--- src/rtl/sbl_pkg.sv ---
package sbl_pkg;

    localparam int DATA_W    = 8;
    localparam int SHIFT_LEN = 5;
    localparam int VAL_W     = SHIFT_LEN;
    localparam int CNT_W     = $clog2(SHIFT_LEN + 1);
    localparam int PROG_W    = 4;
    localparam int CMD_BIT   = 7;
    localparam int SER_BIT   = 0;

    typedef logic [VAL_W-1:0] val_t;
    typedef logic [CNT_W-1:0] cnt_t;

    localparam val_t CTRL_RESET      = val_t'(5'h0C);
    localparam val_t CTRL_FORCE_MASK = val_t'(5'h0C);

    typedef enum logic [1:0] {
        DEST_CTRL  = 2'd0,
        DEST_PATT0 = 2'd1,
        DEST_PATT1 = 2'd2,
        DEST_PROG  = 2'd3
    } dest_e;

    typedef struct packed {
        val_t              ctrl;
        val_t              patt0;
        val_t              patt1;
        logic [PROG_W-1:0] prog;
    } bank_regs_t;

    // Put one serial bit into the gathered word at the position given by the count
    function automatic val_t merge_bit(val_t acc, cnt_t pos, logic b);
        val_t one_hot;
        one_hot = val_t'(1) << pos;
        return b ? (acc | one_hot) : acc;
    endfunction

endpackage

--- src/rtl/sbl_qualify.sv ---
module sbl_qualify (
    input  logic wr_en,
    input  logic cpu_a15,
    output logic wr_q
);
    // Only writes to the upper half of the processor space reach the loader
    always_comb wr_q = wr_en & cpu_a15;
endmodule

--- src/rtl/sbl_shifter.sv ---
module sbl_shifter
    import sbl_pkg::*;
#(
    parameter int CMD_POS = CMD_BIT,
    parameter int SER_POS = SER_BIT
) (
    input  logic              clk,
    input  logic              rst,
    input  logic              wr_q,
    input  logic [DATA_W-1:0] data,
    output logic              rst_cmd,
    output logic              commit_now,
    output val_t              full_val
);
    localparam cnt_t LAST = cnt_t'(SHIFT_LEN - 1);

    cnt_t cnt;
    val_t acc;
    logic shift_en;

    // Bits other than the command and serial positions are deliberately ignored
    logic unused_data_bits;
    always_comb unused_data_bits = ^data;

    always_comb begin
        rst_cmd    = wr_q &  data[CMD_POS];
        shift_en   = wr_q & ~data[CMD_POS];
        commit_now = shift_en && (cnt == LAST);
        full_val   = merge_bit(acc, cnt, data[SER_POS]);
    end

    always_ff @(posedge clk) begin
        if (rst || rst_cmd || commit_now) begin
            acc <= '0;
            cnt <= '0;
        end else if (shift_en) begin
            acc <= full_val;
            cnt <= cnt + cnt_t'(1);
        end
    end

    // the count never reaches the group length
    p_cnt_bound_r10: assert property (@(posedge clk) disable iff (rst)
        cnt < cnt_t'(SHIFT_LEN));

    // gathering restarts after a commit
    p_restart_r7: assert property (@(posedge clk) disable iff (rst)
        commit_now |=> (cnt == '0) && (acc == '0));

    // a restart command discards a partial word
    p_cmd_clear_r3: assert property (@(posedge clk) disable iff (rst)
        rst_cmd |=> (cnt == '0) && (acc == '0));

endmodule

--- src/rtl/sbl_regfile.sv ---
module sbl_regfile
    import sbl_pkg::*;
(
    input  logic       clk,
    input  logic       rst,
    input  logic       rst_cmd,
    input  logic       commit_now,
    input  dest_e      dest,
    input  val_t       full_val,
    output bank_regs_t regs,
    output logic       pulse,
    output dest_e      pulse_idx
);
    always_ff @(posedge clk) begin
        if (rst) begin
            regs.ctrl  <= CTRL_RESET;
            regs.patt0 <= '0;
            regs.patt1 <= '0;
            regs.prog  <= '0;
        end else if (rst_cmd) begin
            regs.ctrl <= regs.ctrl | CTRL_FORCE_MASK;
        end else if (commit_now) begin
            case (dest)
                DEST_CTRL:  regs.ctrl  <= full_val;
                DEST_PATT0: regs.patt0 <= full_val;
                DEST_PATT1: regs.patt1 <= full_val;
                DEST_PROG:  regs.prog  <= full_val[PROG_W-1:0];
                default:    regs.ctrl  <= regs.ctrl;
            endcase
        end
    end

    always_ff @(posedge clk) begin
        if (rst) begin
            pulse     <= 1'b0;
            pulse_idx <= DEST_CTRL;
        end else begin
            pulse <= commit_now;
            if (commit_now) pulse_idx <= dest;
        end
    end

    // restart command forces the mode bits and keeps the rest
    p_force_mode_r3: assert property (@(posedge clk) disable iff (rst)
        rst_cmd |=> (regs.ctrl[3:2] == 2'b11)
                 && (regs.ctrl[4] == $past(regs.ctrl[4]))
                 && (regs.ctrl[1:0] == $past(regs.ctrl[1:0])));

    // commit is announced in the following cycle with its destination
    p_pulse_idx_r8: assert property (@(posedge clk) disable iff (rst)
        commit_now |=> pulse && (pulse_idx == $past(dest)));

    // the pulse lasts a single cycle
    p_pulse_single_r8: assert property (@(posedge clk) disable iff (rst)
        pulse |=> !pulse);

    // program bank keeps the low four bits
    p_prog_trunc_r6: assert property (@(posedge clk) disable iff (rst)
        (commit_now && dest == DEST_PROG) |=> regs.prog == $past(full_val[PROG_W-1:0]));

endmodule

--- src/rtl/serial_bank_loader.sv ---
module serial_bank_loader
    import sbl_pkg::*;
(
    input  logic              clk,
    input  logic              rst,
    input  logic              wr_en,
    input  logic              cpu_a15,
    input  logic [1:0]        addr_sel,
    input  logic [DATA_W-1:0] wr_data,
    output logic [VAL_W-1:0]  ctrl_q,
    output logic [VAL_W-1:0]  patt0_q,
    output logic [VAL_W-1:0]  patt1_q,
    output logic [PROG_W-1:0] prog_q,
    output logic              commit_pulse,
    output logic [1:0]        commit_idx
);
    logic       wr_q;
    logic       rst_cmd;
    logic       commit_now;
    val_t       full_val;
    bank_regs_t regs;
    dest_e      pulse_idx;
    dest_e      dest;

    always_comb dest = dest_e'(addr_sel);

    sbl_qualify u_qualify (
        .wr_en   (wr_en),
        .cpu_a15 (cpu_a15),
        .wr_q    (wr_q)
    );

    sbl_shifter #(
        .CMD_POS (CMD_BIT),
        .SER_POS (SER_BIT)
    ) u_shifter (
        .clk        (clk),
        .rst        (rst),
        .wr_q       (wr_q),
        .data       (wr_data),
        .rst_cmd    (rst_cmd),
        .commit_now (commit_now),
        .full_val   (full_val)
    );

    sbl_regfile u_regfile (
        .clk        (clk),
        .rst        (rst),
        .rst_cmd    (rst_cmd),
        .commit_now (commit_now),
        .dest       (dest),
        .full_val   (full_val),
        .regs       (regs),
        .pulse      (commit_pulse),
        .pulse_idx  (pulse_idx)
    );

    always_comb begin
        ctrl_q     = regs.ctrl;
        patt0_q    = regs.patt0;
        patt1_q    = regs.patt1;
        prog_q     = regs.prog;
        commit_idx = pulse_idx;
    end

    // unqualified cycles leave every register alone and raise no pulse
    p_idle_hold_r2: assert property (@(posedge clk) disable iff (rst)
        !(wr_en && cpu_a15) |=> $stable(regs) && !commit_pulse);

endmodule

--- config.mk ---
export PLATFORM = sky130hd
export DESIGN_NAME = serial_bank_loader
export DESIGN_NICKNAME = d
export VERILOG_FILES = /design/src/rtl/sbl_pkg.sv /design/src/rtl/sbl_qualify.sv /design/src/rtl/sbl_shifter.sv /design/src/rtl/sbl_regfile.sv /design/src/rtl/serial_bank_loader.sv
export SDC_FILE = /design/constraint.sdc
export NUM_CORES = 1
export LEC_CHECK = 0
export ABC_CLOCK_PERIOD_IN_PS = 1900
export BUFFER_PORTS_ARGS = -buffer_cell sky130_fd_sc_hd__buf_2
export CAP_MARGIN = 20
export CORE_MARGIN = 2
export CORE_UTILIZATION = 24
export CTS_CLUSTER_SIZE = 25
export DETAILED_ROUTE_END_ITERATION = 6
export PLACE_DENSITY = 0.43
export SLEW_MARGIN = 25
export SYNTH_ARGS = -nofsm -noshare
export SYNTH_HDL_FRONTEND = slang
export SYNTH_SLANG_ARGS = --single-unit
--- constraint.sdc ---
create_clock -name clk -period 1.9 [get_ports clk]
set_input_delay 0.095 -clock clk [delete_from_list [all_inputs] [get_ports clk]]
set_output_delay 0.095 -clock clk [all_outputs]
set_load 0.005 [all_outputs]
; Word-level counts from Yosys, hierarchy flattened
; Index checks and enable logic that the tools add are counted.
[word_totals]
reg_bits = 30
output_inout_bits = 22
wordCells = 32
[op_classes]
addsub = 1
eq_ne = 4
shifts = 1
n_mux = 1
bitwise = 6
reduce_logical = 10
[ops]
columns = operator, count
row1 = $reduce_and 3->1, 4
row2 = $mux 5, 1
row3 = $or 5x5->5, 1
row4 = $shl 1x3->5 const A, 1
row5 = $eq 2x2->1 const B, 2
row6 = $add 3x1->3 const B, 1
row7 = $and 1x1->1, 3
row8 = $eq 3x3->1 const B, 1
row9 = $eq 2x1->1 const B, 1
row10 = $logic_not 2->1, 1
row11 = $logic_or 1x1->1, 2
row12 = $not 1->1, 2
row13 = $reduce_and 2->1, 1
row14 = $reduce_or 2->1, 1
row15 = $logic_and 1x1->1, 1

; Depth between registers and ports, before layout
[logic_depth]
depth_word = 4
depth_mapped = 6

; Modules after synthesis
; Synthesis repeated with hierarchy kept, for this count alone.
[hier_totals]
hier_cells = 132
hier_area_um2 = 1343.8
[modules_own_cells]
columns = mod, n_inst, cells_per_inst, area_each_um2
row1 = sbl_regfile, 1, 85, 907.1
row2 = sbl_shifter, 1, 46, 430.4
row3 = sbl_qualify, 1, 1, 6.3

; Worst setup path before layout
; No wires, ideal clock.
[synth_timing]
path_kind = register to register
startpoint = register u_shifter.cnt[0]
endpoint = register, netlist name u_regfile.regs[18]
setup_ps = 132
t_arrival_ps = 1287
setup_slack_ps = 481
path_stages_with_launch = 7
path_buffers = 1
period_less_slack_ps = 1419
cell_sequence = dfxtp_1 > inv_1 > ha_1 > buf_2 > a31o_2 > nor3_1 > nor3_1
[synth_between]
elab_chain_len = 3
[synth_rtl]
columns = element, line
row1 = start: declaration, sbl_shifter.sv:17  ; cnt_t cnt;
row2 = start signal: assignment, sbl_shifter.sv:38  ; cnt <= cnt + cnt_t'(1);
row3 = $eq 3x3->1 or $shl 1x3->5 (tied branches), "sbl_shifter.sv:28, sbl_pkg.sv:34"
row4 = $logic_and 1x1->1 or $or 5x5->5 (tied branches), "sbl_shifter.sv:28, sbl_pkg.sv:35"
row5 = $reduce_and 3->1 (no source line) or $mux 5 (tied branches), n/a
; Parallel ways exist; a longest one is shown, timed or not.
; A chain may end at the register's enable or synchronous reset.

; Worst setup path in the final report
[layout_timing]
startpoint = register u_shifter.cnt[0]
endpoint = register, netlist name u_regfile.regs[6]
[layout_between]
elab_chain_len = 3
[layout_rtl]
columns = element, line
row1 = $eq 3x3->1 or $shl 1x3->5 (tied branches), "sbl_shifter.sv:28, sbl_pkg.sv:34"
row2 = $logic_and 1x1->1 or $or 5x5->5 (tied branches), "sbl_shifter.sv:28, sbl_pkg.sv:35"
row3 = $reduce_and 3->1 (no source line) or $mux 5 (tied branches), n/a
; Parallel ways exist; a longest one is shown, timed or not.

==> impl_metrics.toml <==
[synthesis]
synth_commonest_cells = "30 x dfxtp_1, 25 x a21oi_1, 13 x nor3_1"
synth_top_area_cell = "dfxtp_1"
yosys.area.top_type_share_pct = 46.7
ys_seq_area_share_pct = 46.7
synth_area_leaders = "dfxtp_1 47%, a21oi_1 9.7%, a211oi_1 6.4%, nor3_1 5.1%, ha_1 4.9%"
syn-num-nets = 161
synth.avg_cell_area_um2 = 9.06
synthMostInstantiatedCell = "dfxtp_1"
syn-cell-area_um2 = 1290
synthCells = 142
synthArstFlopShare_pct = 0
yosysWarnings = 0
synth-edff-count = 0
synth_seq_cells = 30
synth_cell_type_count = 30
synth_ff_type = "dfxtp_1"

[drt]
vias = 1178
drcViolationCount = 0
drt_iter0_drc = 54
wl_per_cell_um = 14.2
final_antenna_net_count = 0
firstDrtPassIters = 4
viasPerCell = 4.83
routed_wl_um = 3470

[global_route]
track_usage_pct = 12.7
overflow = 0
antenna_found_initial = 0
grt_pass1_vias = 1211
grt_pass1_wl_um = 5840
grt_start_max_net_pins = 30

[setup_path]
end_kind = "flip-flop"
r2r-start = "u_shifter.cnt[0]$_SDFFE_PP0P_"
crit_fanout = 15
critPathMaxStageDelay_ns = 0.49
slowest_stage = "ha_1"
crit_family = "adder cells"
arrival_ns = 1.96
worst-path-buf-inv = 1
critPathLaunch = "u_shifter.cnt[0]$_SDFFE_PP0P_"
crit_chain = "inv_1 > ha_1 > and4b_1 > a21oi_1 > a211oi_1"
worstSetupPathType = "reg -> reg"
r2r_setup_slack_ns = 0.11
required_ns = 2.07
start_kind = "flip-flop"

[layout]
fillerInstances = 552
multi_input_area_um2 = 622
drive_gt1_share_pct = 25.9
final_cell_area_um2 = 1590
ff_latch_area_um2 = 601
syn_to_final_growth_pct = 23.6
antenna_cells = 0
final_nets = 194

[timing]
fmax_mhz = 559
worst_pin_slew_ns = 0.675
drv_slew = 0
rsz0062_at_grt = "no"
relSlewSlack_pct = 54.9
fin_tns_setup_ns = 0
finClkSkew_ns = 0.00451
fin_crit_ns = 1.79
hold_viol = 0
setup_viol = 0
setup_ws_ns = 0.112
timing.final.crit_share_pct = 94.1

[placement]
dp_hpwl_um = 2470
portBuffers = 29
pre_cts_ws_ns = 0.146
placed_area_um2 = 1510
gp_congestion = 0.735

[die]
die-area_um2 = 5960
initial_core_util_pct = 25.0
die_w_um = 77.2
die_y_um = 77.2
design.core.area_um2 = 5140
placement_rows = 26
io_pins = 36

[clocking]
path_clk_slew_ns = 0.06
htreeDepth = 2
worst_skew_pair.late_latency_ns = 0.28
numCtsBuffers = 5
cts-root-buf = "clkbuf_8"
cts_resized = 0
post-cts-setup-buffer-count = 0
clock_path_buffers = 2
cts_tree = "built"
hold_buffers = 0
cts.sinks = 30

[min_path]
hp-class = "in -> reg"
min_from = "cpu_a15"

[power]
max-vdd-ir-drop_mv = 0.208
power_density_nw_per_um2 = 768
p_comb_share_pct = 7.1
switchingPower_uw = 281
clock_power_share_pct = 40.7
swShare_pct = 23.0
power_uw = 1220
p_leak_uw = 0.000603
seq_power_share_pct = 52.3
cellInternalPower_uw = 940

[job]
drv_cap = 0

[run_status]
status = "complete, no violations"
## cells by family after synthesis
| group | share of synthesized area [%] |
|---|---|
| flip-flops | 46.7 |
| AND/OR/NAND/NOR | 19.7 |
| AO/OA/AOI/OAI | 23.8 |
| adder cells (fa/ha/maj) | 4.86 |
| buffers and inverters | 4.96 |
## worst register-to-register path: cells and delay by family (launching register included)
family                   cells  cell delay, ns
adder cells (fa/ha/maj)      1            0.49
AND/OR/NAND/NOR              1            0.38
AO/OA/AOI/OAI                2            0.37
flip-flops                   1            0.34
buffers and inverters        1            0.11
## layer usage
metal	vias to the layer above	track usage, %	part of all wire (%)
li1	588	-	-
met1	548	14.8	46
met2	32	19.3	46
met3	10	4.82	5.3
met4	0	8.57	3.2
met5	-	0	0
## worst paths after layout
| kind | endpoint | depth (start not counted) |
|---|---|---|
| worst max-delay path | u_regfile.regs[6]$_SDFFE_PP0P_ | 5 |
| worst min-delay path | u_regfile.regs[17]$_SDFFE_PP1P_ | 3 |
| worst max register to register | u_regfile.regs[6]$_SDFFE_PP0P_ | 5 |
| worst min register to register | u_shifter.acc[4]$_SDFFE_PP0P_ | 2 |
## registers in the layout, summed over array words and instances (netlist names)
signal and count:
u_shifter.acc 5, u_regfile.pulse 1, u_shifter.cnt 3, u_regfile.regs 19, u_regfile.pulse_idx 2
## cell type report
class	instances	area share [%]
timing repair buffer	34	11.5
sequential	30	37.8
tap	70	5.51
inverter	4	0.944
multi-input combinational	100	39.1
clock buffer	6	5.19
## power by group through the flow
stage               combinational (uW)  clock [uW]  sequential, uW
finish                            86.6         497             638
CTS                               86.8         513             638
floorplan                         53.9           0             650
detailed placement                86.4           0             652
global placement                  84.5           0             652
global route                      96.2         535             638
## placed cells by master (no fill, tap or decap), types with 3 or more instances in the layout
cell type / n
a211oi_1: 11
a21oi_1: 25
a31oi_1: 5
buf_2: 29
buf_4: 5
clkbuf_8: 6
dfxtp_1: 30
ha_1: 5
inv_1: 4
nand2_1: 7
nand4_1: 3
nor2_1: 10
nor3_1: 13
o21ai_0: 3
## metrics by stage
| stage | std cells | hold slack [ns] | utilization [%] |
|---|---|---|---|
| final | 244 | 0.119 | 30.9 |
| after global routing | 244 | 0.157 | 30.9 |
| after CTS | 244 | 0.114 | 30.9 |
| after detailed placement | 238 | 0.406 | 29.3 |
| after global placement | 238 | 0.404 | 29.3 |
| after floorplan | 142 | 0.206 | - |
(Power assumes the default switching activity.)
